**src/rtl/stby_pkg.sv**
```systemverilog
package stby_pkg;

  typedef enum logic [1:0] {
    ST_RUN  = 2'd0,
    ST_STBY = 2'd1,
    ST_WAKE = 2'd2
  } stby_state_e;

  localparam int REG_W       = 8;
  localparam int CODE_W      = 3;
  localparam int SSBY_BIT    = 7;
  localparam int CODE_LO     = 4;
  localparam int OPE_BIT     = 3;
  localparam int FLAG_BIT    = 0;
  localparam logic [CODE_W-1:0] CODE_PROHIB = 3'b111;

  function automatic logic is_prohibited(input logic [CODE_W-1:0] code);
    return code == CODE_PROHIB;
  endfunction

  // Wait length in clock states for a given code.
  function automatic logic [31:0] delay_states(input logic [CODE_W-1:0] code,
                                               input int unsigned base_log2,
                                               input int unsigned max_code,
                                               input int unsigned prohib_log2);
    logic [31:0] one;
    one = 32'd1;
    if (is_prohibited(code))
      return one << prohib_log2;
    else if (32'(code) > max_code)
      return one << (base_log2 + max_code);
    else
      return one << (base_log2 + 32'(code));
  endfunction

endpackage

```
**src/rtl/stby_ctrl_regs.sv**
```systemverilog
module stby_ctrl_regs
  import stby_pkg::*;
(
  input  logic              clk,
  input  logic              rst_n,
  input  logic              bus_sel,
  input  logic              bus_wr,
  input  logic              bus_addr,
  input  logic [REG_W-1:0]  bus_wdata,
  output logic [REG_W-1:0]  bus_rdata,
  output logic              ssby,
  output logic [CODE_W-1:0] dly_code,
  output logic              ope,
  output logic              prohib_flag,
  output logic              ev_flag_clr
);

  logic ssby_q, ope_q, flag_q;
  logic [CODE_W-1:0] code_q;
  logic wr_ctrl, wr_stat;
  logic [CODE_W-1:0] code_in;
  logic [1:0] wdata_unused;

  assign wr_ctrl      = bus_sel && bus_wr && !bus_addr;
  assign wr_stat      = bus_sel && bus_wr &&  bus_addr;
  assign code_in      = bus_wdata[CODE_LO +: CODE_W];
  assign ev_flag_clr  = wr_stat && bus_wdata[FLAG_BIT];
  assign wdata_unused = bus_wdata[2:1];

  always_ff @(posedge clk or negedge rst_n) begin
    if (!rst_n) begin
      ssby_q <= 1'b0;
      code_q <= '0;
      ope_q  <= 1'b1;
    end else if (wr_ctrl) begin
      ssby_q <= bus_wdata[SSBY_BIT];
      code_q <= code_in;
      ope_q  <= bus_wdata[OPE_BIT];
    end
  end

  always_ff @(posedge clk or negedge rst_n) begin
    if (!rst_n)
      flag_q <= 1'b0;
    else if (wr_ctrl && is_prohibited(code_in))
      flag_q <= 1'b1;
    else if (ev_flag_clr)
      flag_q <= 1'b0;
  end

  always_comb begin
    bus_rdata = '0;
    if (bus_addr) begin
      bus_rdata[FLAG_BIT] = flag_q;
    end else begin
      bus_rdata[SSBY_BIT]              = ssby_q;
      bus_rdata[CODE_LO +: CODE_W]     = code_q;
      bus_rdata[OPE_BIT]               = ope_q;
    end
  end

  assign ssby        = ssby_q;
  assign dly_code    = code_q;
  assign ope         = ope_q;
  assign prohib_flag = flag_q;

endmodule

```
**src/rtl/stby_delay_timer.sv**
```systemverilog
module stby_delay_timer
  import stby_pkg::*;
#(
  parameter int BASE_LOG2   = 13,
  parameter int MAX_CODE    = 5,
  parameter int PROHIB_LOG2 = 4,
  parameter int CNT_W       = BASE_LOG2 + MAX_CODE
)(
  input  logic              clk,
  input  logic              rst_n,
  input  logic              start,
  input  logic [CODE_W-1:0] code,
  output logic              busy,
  output logic [CNT_W-1:0]  cnt,
  output logic [CNT_W-1:0]  limit_m1,
  output logic              done
);

  logic              busy_q;
  logic [CNT_W-1:0]  cnt_q, lim_q;
  logic [31:0]       len;

  assign len  = delay_states(code, BASE_LOG2, MAX_CODE, PROHIB_LOG2);
  assign done = busy_q && (cnt_q == lim_q);

  always_ff @(posedge clk or negedge rst_n) begin
    if (!rst_n) begin
      busy_q <= 1'b0;
      cnt_q  <= '0;
      lim_q  <= '0;
    end else if (!busy_q) begin
      if (start) begin
        busy_q <= 1'b1;
        cnt_q  <= '0;
        lim_q  <= CNT_W'(len - 32'd1);
      end
    end else if (done) begin
      busy_q <= 1'b0;
    end else begin
      cnt_q <= cnt_q + 1'b1;
    end
  end

  assign busy     = busy_q;
  assign cnt      = cnt_q;
  assign limit_m1 = lim_q;

endmodule

```
**src/rtl/stby_seq_fsm.sv**
```systemverilog
module stby_seq_fsm
  import stby_pkg::*;
(
  input  logic clk,
  input  logic rst_n,
  input  logic sleep_cmd,
  input  logic ssby,
  input  logic wake_irq,
  input  logic ope,
  input  logic tmr_done,
  output logic tmr_start,
  output logic clk_en,
  output logic wake_ready,
  output logic in_standby,
  output logic bus_oe,
  output logic bus_hold
);

  stby_state_e state_q, state_d;
  logic ready_q;
  logic low_pwr;

  always_comb begin
    state_d   = state_q;
    tmr_start = 1'b0;
    unique case (state_q)
      ST_RUN:  if (sleep_cmd && ssby) state_d = ST_STBY;
      ST_STBY: if (wake_irq) begin
                 state_d   = ST_WAKE;
                 tmr_start = 1'b1;
               end
      ST_WAKE: if (tmr_done) state_d = ST_RUN;
      default: state_d = ST_RUN;
    endcase
  end

  always_ff @(posedge clk or negedge rst_n) begin
    if (!rst_n) begin
      state_q <= ST_RUN;
      ready_q <= 1'b0;
    end else begin
      state_q <= state_d;
      ready_q <= (state_q == ST_WAKE) && tmr_done;
    end
  end

  assign low_pwr    = state_q != ST_RUN;
  assign clk_en     = !low_pwr;
  assign in_standby = state_q == ST_STBY;
  assign bus_oe     = !low_pwr || ope;
  assign bus_hold   = low_pwr && ope;
  assign wake_ready = ready_q;

endmodule

```
**src/rtl/stby_wake_ctrl.sv**
```systemverilog
module stby_wake_ctrl
  import stby_pkg::*;
#(
  parameter int BASE_LOG2   = 13,
  parameter int MAX_CODE    = 5,
  parameter int PROHIB_LOG2 = 4
)(
  input  logic       clk,
  input  logic       rst_n,
  input  logic       bus_sel,
  input  logic       bus_wr,
  input  logic       bus_addr,
  input  logic [7:0] bus_wdata,
  output logic [7:0] bus_rdata,
  input  logic       sleep_cmd,
  input  logic       wake_irq,
  output logic       clk_en,
  output logic       wake_ready,
  output logic       in_standby,
  output logic       bus_oe,
  output logic       bus_hold
);

  localparam int CNT_W = BASE_LOG2 + MAX_CODE;

  logic              ssby, ope, prohib_flag, ev_flag_clr;
  logic [CODE_W-1:0] dly_code;
  logic              tmr_start, tmr_busy, tmr_done;
  logic [CNT_W-1:0]  tmr_cnt, tmr_limit_m1;

  stby_ctrl_regs u_regs (
    .clk(clk), .rst_n(rst_n),
    .bus_sel(bus_sel), .bus_wr(bus_wr), .bus_addr(bus_addr),
    .bus_wdata(bus_wdata), .bus_rdata(bus_rdata),
    .ssby(ssby), .dly_code(dly_code), .ope(ope),
    .prohib_flag(prohib_flag), .ev_flag_clr(ev_flag_clr)
  );

  stby_delay_timer #(
    .BASE_LOG2(BASE_LOG2), .MAX_CODE(MAX_CODE),
    .PROHIB_LOG2(PROHIB_LOG2), .CNT_W(CNT_W)
  ) u_timer (
    .clk(clk), .rst_n(rst_n),
    .start(tmr_start), .code(dly_code),
    .busy(tmr_busy), .cnt(tmr_cnt), .limit_m1(tmr_limit_m1),
    .done(tmr_done)
  );

  stby_seq_fsm u_fsm (
    .clk(clk), .rst_n(rst_n),
    .sleep_cmd(sleep_cmd), .ssby(ssby), .wake_irq(wake_irq),
    .ope(ope), .tmr_done(tmr_done), .tmr_start(tmr_start),
    .clk_en(clk_en), .wake_ready(wake_ready), .in_standby(in_standby),
    .bus_oe(bus_oe), .bus_hold(bus_hold)
  );

endmodule

```
**config.mk**
```make
export PLATFORM = sky130hd
export DESIGN_NAME = stby_wake_ctrl
export DESIGN_NICKNAME = d
export VERILOG_FILES = /design/src/rtl/stby_pkg.sv /design/src/rtl/stby_ctrl_regs.sv /design/src/rtl/stby_delay_timer.sv /design/src/rtl/stby_seq_fsm.sv /design/src/rtl/stby_wake_ctrl.sv
export SDC_FILE = /design/constraint.sdc
export NUM_CORES = 1
export LEC_CHECK = 0
export ABC_CLOCK_PERIOD_IN_PS = 3300
export BUFFER_PORTS_ARGS = -buffer_cell sky130_fd_sc_hd__buf_4
export CORE_MARGIN = 5
export CORE_UTILIZATION = 60
export CTS_BUF_LIST = sky130_fd_sc_hd__clkbuf_2
export DETAILED_ROUTE_END_ITERATION = 10
export GPL_ROUTABILITY_DRIVEN = 0
export PLACE_DENSITY = 0.81
export SYNTH_ARGS = -nofsm -noshare
export SYNTH_HDL_FRONTEND = slang
export SYNTH_SLANG_ARGS = --single-unit
```
**constraint.sdc**
```tcl
create_clock -name clk -period 3.3 [get_ports clk]
set_input_delay 0.165 -clock clk [delete_from_list [all_inputs] [get_ports clk]]
set_output_delay 0.165 -clock clk [all_outputs]
set_load 0.03 [all_outputs]
```
After elaboration in Yosys (flattened, before gate mapping) --
Cells that the tools add are included.
Operators by class: shift operators 1, reductions and logical operators 19, bitwise logic cells 1, equality and inequality tests 9, multiplexer cells 18, magnitude comparators 1, add/subtract/negate cells 3
Operators by type and width (number):
- $mux W18 | 5
- $add A18 B1 Y18 const B | 1
- $eq A18 B18 Y1 | 1
- $shl A1 B5 Y18 const A | 1
- $sub A18 B1 Y18 const B | 1
- $logic_and A1 B1 Y1 | 9
- $mux W1 | 8
- $eq A3 B3 Y1 const B | 2
- $mux W2 | 3
- $pmux W2 S3 | 1
- $reduce_bool A2 Y1 | 3
- $add A4 B3 Y5 const A | 1
- $mux W5 | 1
- $ne A2 B1 Y1 const B | 2
- $ne A2 B2 Y1 const B | 2
- $reduce_and A2 Y1 | 2
- $gt A3 B3 Y1 const B | 1
- $reduce_and A3 Y1 | 1
- $eq A2 B1 Y1 const B | 1
- $eq A2 B2 Y1 const B | 1
- $logic_not A1 Y1 | 2
- $logic_not A2 Y1 | 1
- $logic_or A1 B1 Y1 | 1
- $not A1 Y1 | 1
Word-level totals: bits in registers 46, output and inout port bits 13, logic and storage cells 61, input port bits 15

Longest topological paths before layout --
Gate-level depths: netlist of run 1.
word-level depth 5, gate-level depth with buffers 13, mapped depth without buffers 11

Modules after synthesis --
Synthesis of run 1 repeated with hierarchy kept, for this count alone.
Second synthesis, totals: cells, all modules 281, area total of the unflattened synthesis 2690.1 um^2
By module, submodules not included:
- stby_delay_timer | area an instance 2204.6 um^2, cells each 242, seq. area each 925.9 um^2, times used 1
- stby_ctrl_regs | area an instance 341.6 um^2, cells each 25, seq. area each 151.4 um^2, times used 1
- stby_seq_fsm | area an instance 143.9 um^2, cells each 14, seq. area each 75.1 um^2, times used 1

Worst setup path after synthesis of run 1 --
No wires, ideal clock.
path kind register to register, start point register u_regs.code_q[0], in the netlist u_regs.dly_code[0], end point register u_timer.lim_q[10], in the netlist u_timer.limit_m1[10], data required time 3224 ps, cell stages (with the launch flop) 14, arrival 2570 ps, slack 654 ps, period minus slack after synthesis 2646 ps, setup time 76 ps, cells stage by stage dfrtp_1 -> buf_2 -> nand2_1 -> inv_1 -> ha_1 -> buf_2 -> nand3b_2 -> or3_1 -> ha_1 -> o21ai_0 -> a211oi_2 -> nor3b_1 -> a21oi_1 -> o21ai_1
Between the ends: cells in the longest elaborated chain, start to end 5, elaborated cells between the ends (all ways) 7, classes of those cells 2 x add/sub; 1 x order compare; 1 x eq/ne; 1 x shift; 2 x mux
RTL lines:
- start: declaration | RTL line stby_ctrl_regs.sv:19 | logic [CODE_W-1:0] code_q;
- start signal: assignment | RTL line stby_ctrl_regs.sv:37 | code_q <= code_in;
- $add A4 B3 Y5 | RTL line stby_pkg.sv:33 | return one << (base_log2 + 32'(code));
- $shl A1 B5 Y18 | RTL line stby_pkg.sv:33
- $mux W18 | RTL line stby_pkg.sv:30 | else if (32'(code) > max_code)
- $mux W18 (*) | RTL line stby_pkg.sv:28 | if (is_prohibited(code))
- $sub A18 B1 Y18 (*) | RTL line stby_delay_timer.sv:35 | lim_q <= CNT_W'(len - 32'd1);
- end signal: assignment | RTL line stby_delay_timer.sv:35
- end: declaration | RTL line stby_delay_timer.sv:20 | logic [CNT_W-1:0] cnt_q, lim_q;
Mark *: on every way between the ends. The rest lies on a longest branch, timed or not. A chain may end at the register's enable or synchronous reset.

Final worst setup path of run 1 --
start point register u_regs.code_q[1], in the netlist u_regs.dly_code[1], end point register u_timer.lim_q[16], in the netlist u_timer.limit_m1[16]
Same word-level chain as after synthesis.

==> run_results.csv, run 1 <==
group,metric,value,unit
status,outcome,"complete, no violations",
cts,cts_buffer_depth,2,
global_route,gr-total-overflow,0,
critical_path,slowest_delay,570,ps
synthesis,synthSimpleGateAreaFrac,0.243,
cts,cts_tree,"done",
global_route,grt_pass1_vias,2187,
flow_run,cap_violations,0,
critical_path,cp-end-kind,"flip-flop",
synthesis,synth.mux.area_fraction,0.0607,
cts,clock_latency,410,ps
synthesis,ys_ff_latch,46,
layout,final_nets,344,
critical_path,cp_max_fo,12,
die,die_w,78.6,um
sta,finalCritPeriodShare,0.874,
die,io_pins,28,
power_and_ir_drop,ir_worst_vdd,0.337,mV
critical_path,arrival,3190,ps
route,remaining_drc_errors,0,
layout,num_antenna_cells,0,
power_and_ir_drop,combinationalPowerShare,0.341,
synthesis,yosys-top-cells-area,"dfrtp_1, xnor2_1, nand2_1",
critical_path,reg2reg_from,"u_regs.dly_code[1]$_DFFE_PN0P_",
route,routed-via-count,2291,
synthesis,yosysSeqAreaShare,0.408,
layout,postLayoutCellArea,3080,um^2
synthesis,synth-compound-area-share,0.150,
cts,root_buffer,"clkbuf_2",
cts,numCtsBuffers,5,
cts,htree_levels,2,
critical_path,cp_cell_sequence,"nand2_1 -> ha_1 -> nand3b_2 -> or3_1 -> ha_1 -> o21ai_0 -> a211oi_2 -> nand2_1 -> xnor2_1 -> o21ai_0",
layout,area_delta_synth_final,9.17,%
critical_path,cp_num_buf_inv,0,
critical_path,crit_family,"compound AO/OA/AOI/OAI gates",
critical_path,crit_start,"u_regs.dly_code[1]$_DFFE_PN0P_",
sta,drv_slew,0,
sta,grt_setup_unrepaired,"false",
synthesis,syn_area_per_cell,9.38,um^2
layout,layout-drive-gt1-share,0.185,
critical_path,cpMaxStageDelayCell,"dfrtp_1",
worst_hold_path,hp-class,"in2reg",
die,dieArea,6180,um^2
route,drt_iter0_drc,112,
sta,finalSetupViolations,0,
worst_hold_path,min_from,"bus_wdata[0]",
power_and_ir_drop,p_switching,472,uW
die,initial_utilization,0.606,
synthesis,synth_cells,301,
placed_design,hpwl,4170,um
critical_path,startpoint_type,"flip-flop",
global_route,antenna_found_initial,0,
route,wl_per_cell,15.4,um
critical_path,required,3610,ps
sta,setup_tns,0,ps
synthesis,ys.flop_type,"dfrtp_1",
synthesis,synth_fa_ha_area_frac,0.0222,
synthesis,synth_top_area_share,0.399,
sta,skew,32.1,ps
synthesis,async_flop_share,1.00,
die,row_count,25,
sta,final_hold_viol_count,0,
synthesis,synth_edf_count,0,
global_route,grt_max_degree,53,
power_and_ir_drop,swShare,0.366,
global_route,grt_pass1_wl,10200,um
route,firstDrtPassIters,5,
synthesis,yosys_warnings,0,
die,dieHeight,78.6,um
sta,min_period,2880,ps
synthesis,synth_top_family_by_area,"simple AND/OR/NAND/NOR gates",
placed_design,dpl-instance-area,2960,um^2
power_and_ir_drop,pwr_density_cell,418,nW/um^2
route,routed_via_density,6.04,
power_and_ir_drop,clockPowerShare,0.176,
synthesis,syn-cell-area,2820,um^2
synthesis,synth_largest_area_cell,"dfrtp_1",
route,routed_wirelength,5850,um
layout,nFillCells,380,
sta,slew_headroom,0.606,
power_and_ir_drop,leakage,0.00132,uW
synthesis,yosys.area_share.xor_xnor,0.0651,
route,postRouteAntennaNets,0,
layout,multi_input_area,1530,um^2
sta,worst_pin_slew,590,ps
layout,seqCellArea,1150,um^2
cts,cts_num_sinks,46,
placed_design,io_buffers,23,
global_route,gr-usage-all-layers,0.206,
sta,fmax,347,MHz
power_and_ir_drop,intPower,816,uW
power_and_ir_drop,seqPwrFrac,0.483,
cts,cts.repair.resized,0,
die,coreArea,4660,um^2
synthesis,yosys.cell_types.count,57,
cts,clkTransAtPathRegs,240,ps
critical_path,crit_type,"reg2reg",
layout,final_core_util,0.661,
## layer usage
metal,vias to the layer above,GRT usage,share of wire
met3,7,0.0367,0.048
met4,0,0.0699,0.012
met1,1110,0.263,0.44
met5,-,0,0
met2,67,0.351,0.50
li1,1107,-,-
## state kept, by name, indices dropped and copies added, names as in the netlist
register / count
u_timer.limit_m1: 18
u_regs.prohib_flag: 1
u_fsm.wake_ready: 1
u_regs.ope: 1
u_timer.cnt: 18
u_regs.ssby: 1
u_fsm.state_q: 2
u_timer.busy: 1
u_regs.dly_code: 3
## Yosys cell counts, types with 2 or more instances
library cell / n
a31o_2: 2
nand3b_1: 2
nand2_1: 42
nand2b_1: 3
mux2i_1: 7
nand4b_1: 4
o311ai_1: 3
xor2_1: 2
a21oi_1: 13
o31ai_1: 3
buf_2: 3
buf_4: 3
or3_1: 5
nand4_1: 8
o21ai_0: 23
nor2_1: 15
o21ai_1: 3
ha_1: 5
dfrtp_1: 45
buf_6: 4
nor3_1: 2
o211ai_1: 3
clkbuf_1: 8
and2_1: 2
nor3_2: 5
nor2b_1: 9
xnor2_1: 19
nand3_1: 13
inv_1: 4
nor3b_1: 2
and3_1: 5
mux2_2: 9
## power groups by stage
stage	Sequential [uW]	Clock, uW	Combinational (uW)
global route	628	261	485
finish	622	226	440
CTS	621	232	438
detailed placement	631	0	430
global placement	630	0	421
floorplan	614	0	320
## final timing paths
| kind | end | slack [ps] | cells after the start |
|---|---|---|---|
| setup / recovery | u_timer.limit_m1[16]$_DFFE_PN0P_ | 420 | 10 |
| hold / removal | u_regs.prohib_flag$_DFFE_PN0P_ | 30 | 4 |
| setup reg to reg | u_timer.limit_m1[16]$_DFFE_PN0P_ | 420 | 10 |
| hold reg to reg | u_fsm.state_q[0]$_DFFE_PN0P_ | 520 | 1 |
| max in group asynchronous | u_timer.limit_m1[8]$_DFFE_PN0P_ | 2630 | 2 |
| min in group asynchronous | u_timer.cnt[10]$_DFFE_PN0P_ | 240 | 2 |
## area by class of cell
type,count,share of cell area
clock buffer,6,0.00974
tap,54,0.0219
timing repair buffer,34,0.0893
inverter,4,0.00487
clock inverter,2,0.00284
sequential,46,0.374
multi-input combinational,233,0.498
## cells by family (layout without fill, tap and decap cells)
| kind of cell | Yosys count | after routing |
|---|---|---|
| xor+xnor | 21 | 21 |
| mux | 16 | 16 |
| buf+inv | 23 | 46 |
| simple gates | 126 | 126 |
| other cells | 1 | 2 |
| fa+ha+maj | 5 | 5 |
| compound gates | 63 | 63 |
| flops | 46 | 46 |
## worst reg2reg max path: stages, from the launching register on
cell      delay, ps
dfrtp_1         570
nand2_1         210
ha_1            400
nand3b_2        220
or3_1           150
ha_1            240
o21ai_0         190
a211oi_2        400
nand2_1         120
xnor2_1         140
o21ai_0         160
## what timing repair did
item | in CTS | in global routing
hold endpoints to repair | 52 | 0
buffers inserted | 0 | 0
setup endpoints to repair | 0 | 0
hold buffers | 8 | 0
## metrics by stage
step / hold slack [ps] / setup slack, ps / power, uW / instances
2_1_floorplan: -131 / 654 / 934 / 302
3_3_place_gp: 202 / 559 / 1050 / 363
3_5_place_dp: 207 / 493 / 1060 / 363
4_1_cts: 21.8 / 431 / 1290 / 379
5_1_grt: 32.5 / 73.7 / 1370 / 379
6_report: 33.1 / 416 / 1290 / 379
## layout by cell type (no fill, tap or decap), types with 5 or more instances in the layout
cell type	n
xnor2_1	19
nor2b_1	9
mux2i_1	7
nand2_1	42
buf_4	26
dlygate4sd3_1	8
nor3_2	5
clkbuf_2	6
and3_1	5
dfrtp_1	45
mux2_2	9
nand3_1	13
o21ai_0	23
ha_1	5
or3_1	5
a21oi_1	13
nand4_1	8
nor2_1	15
(Power assumes the default switching activity.)
==> run 2: changes to the inputs <==
--- a/config.mk
+++ b/config.mk
@@ -7,12 +7,14 @@
 export LEC_CHECK = 0
 export ABC_CLOCK_PERIOD_IN_PS = 3300
 export BUFFER_PORTS_ARGS = -buffer_cell sky130_fd_sc_hd__buf_4
+export CORE_ASPECT_RATIO = 1.75
 export CORE_MARGIN = 5
 export CORE_UTILIZATION = 60
 export CTS_BUF_LIST = sky130_fd_sc_hd__clkbuf_2
 export DETAILED_ROUTE_END_ITERATION = 10
 export GPL_ROUTABILITY_DRIVEN = 0
 export PLACE_DENSITY = 0.81
+export SETUP_SLACK_MARGIN = 0.1
 export SYNTH_ARGS = -nofsm -noshare
 export SYNTH_HDL_FRONTEND = slang
 export SYNTH_SLANG_ARGS = --single-unit
==> run_results.csv, run 2 (synthesized netlist as in run 1, its figures left out) <==
group,metric,value,unit
critical_path,slowest_delay,440,ps
sta,grt_setup_unrepaired,"false",
cts,clkTransAtPathRegs,230,ps
global_route,antenna_found_initial,0,
power_and_ir_drop,combinationalPowerShare,0.322,
route,wl_per_cell,15.9,um
sta,fmax,369,MHz
route,routed_via_density,5.95,
placed_design,dpl.cell_count,363,
die,dieArea,6230,um^2
power_and_ir_drop,seqPwrFrac,0.418,
die,initial_utilization,0.611,
layout,layout-drive-gt1-share,0.189,
route,postRouteAntennaNets,0,
power_and_ir_drop,ir_worst_vdd,0.464,mV
critical_path,cpMaxStageDelayCell,"dfrtp_1",
cts,clock_latency,420,ps
critical_path,startpoint_type,"flip-flop",
worst_hold_path,hp-class,"in2reg",
critical_path,required,3670,ps
power_and_ir_drop,swShare,0.334,
layout,area_delta_synth_final,11.7,%
die,io_pins,28,
sta,drv_slew,0,
critical_path,crit_type,"reg2reg",
layout,num_antenna_cells,0,
route,remaining_drc_errors,0,
sta,final_hold_viol_count,0,
layout,final_nets,347,
power_and_ir_drop,leakage,0.00136,uW
cts,cts_num_sinks,46,
critical_path,arrival,3080,ps
layout,final_core_util,0.682,
sta,setup_tns,0,ps
global_route,gr-total-overflow,0,
global_route,grt_max_degree,53,
placed_design,hpwl,4390,um
cts,root_buffer,"clkbuf_2",
global_route,grt_pass1_vias,2302,
die,dieHeight,101,um
cts,htree_levels,2,
die,die_w,61.9,um
status,outcome,"complete, no violations",
cts,post_cts_buffers,0,
global_route,grt_pass1_wl,10600,um
sta,min_period,2710,ps
critical_path,cp_cell_sequence,"nand2_1 -> inv_1 -> ha_1 -> nand3b_2 -> or3_1 -> ha_1 -> o21ai_0 -> a211oi_2 -> nor3b_1 -> a21oi_1 -> o21ai_1",
cts,cts_buffer_depth,2,
sta,worst_pin_slew,640,ps
layout,fin_cells,380,
global_route,gr-usage-all-layers,0.226,
sta,skew,17.4,ps
flow_run,cap_violations,0,
critical_path,crit_family,"simple AND/OR/NAND/NOR gates",
critical_path,cp_num_buf_inv,1,
power_and_ir_drop,clockPowerShare,0.260,
sta,finalSetupViolations,0,
power_and_ir_drop,pwr_density_cell,463,nW/um^2
cts,numCtsBuffers,5,
sta,finalCritPeriodShare,0.820,
critical_path,cp-end-kind,"flip-flop",
critical_path,path_common_cell,"ha_1",
die,coreArea,4620,um^2
sta,slew_headroom,0.572,
power_and_ir_drop,p_switching,487,uW
route,routed_wirelength,6040,um
die,row_count,33,
layout,final_cell_mix,"dfrtp_1, nand2_1, buf_4",
route,drt_iter0_drc,44,
cts,cts_tree,"done",
sta,fin_hold_ws,65.5,ps
power_and_ir_drop,intPower,973,uW
placed_design,io_buffers,23,
route,firstDrtPassIters,4,
route,routed-via-count,2260,
critical_path,cp_max_fo,10,
layout,mostFrequentLayoutCell,"dfrtp_1",
-- run 2: area by class of cell --
| type | instances | area [um^2] |
|---|---|---|
| flip-flops and latches | 46 | 1150 |
| repair buffers | 37 | 300 |
| multi-input cells | 233 | 1530 |
| inverters | 4 | 15.0 |
| well taps | 52 | 65.1 |
| fillers | 378 | 1470 |
| clock inverters | 3 | 63.8 |
| clock buffers | 5 | 25.0 |
-- run 2: worst min-delay path: stages --
cell	delay, ps
buf_4	100
nand2_1	50
mux2_2	130
nor2_1	30
-- run 2: worst paths after layout --
path                                                startpoint                               end  slack [ps]  cells after the start
worst max-delay path            u_regs.dly_code[1]$_DFFE_PN0P_  u_timer.limit_m1[10]$_DFFE_PN0P_         590                     11
worst min-delay path                                 sleep_cmd      u_fsm.state_q[0]$_DFFE_PN0P_          70                      4
worst max register to register  u_regs.dly_code[1]$_DFFE_PN0P_  u_timer.limit_m1[10]$_DFFE_PN0P_         590                     11
worst min register to register    u_fsm.state_q[1]$_DFFE_PN0P_      u_fsm.state_q[0]$_DFFE_PN0P_         510                      1
max in group asynchronous                                rst_n  u_timer.limit_m1[16]$_DFFE_PN0P_        2640                      2
min in group asynchronous                                rst_n  u_timer.limit_m1[11]$_DFFE_PN0P_         260                      2
-- run 2: timing repair --
| action | in CTS | in global routing |
|---|---|---|
| endpoints found under the hold margin | 52 | 0 |
| gates resized for setup | 0 | 0 |
| hold buffers | 9 | 0 |
-- run 2: metrics by stage --
| step | worst slack (ps) | area, um^2 | total power (uW) |
|---|---|---|---|
| after floorplan | 654 | 2830 | 934 |
| after global placement | 673 | 2980 | 1070 |
| after detailed placement | 636 | 2980 | 1070 |
| after CTS | 609 | 3160 | 1470 |
| after global routing | 346 | 3160 | 1550 |
| final | 593 | 3160 | 1460 |
-- run 2: power by group through the flow --
| stage | combinational (uW) | clock, uW | sequential [uW] |
|---|---|---|---|
| after floorplan | 320 | 0 | 614 |
| after global placement | 448 | 0 | 618 |
| after detailed placement | 455 | 0 | 620 |
| after CTS | 466 | 392 | 610 |
| after global routing | 521 | 417 | 614 |
| final | 470 | 380 | 610 |
-- run 2: metal layers --
| metal | track usage | wire (um) | vias up |
|---|---|---|---|
| li1 | - | - | 1117 |
| met1 | 0.241 | 2220 | 1077 |
| met2 | 0.416 | 3420 | 49 |
| met3 | 0.0308 | 170 | 17 |
| met4 | 0.0997 | 222 | 0 |
| met5 | 0 | 0 | - |
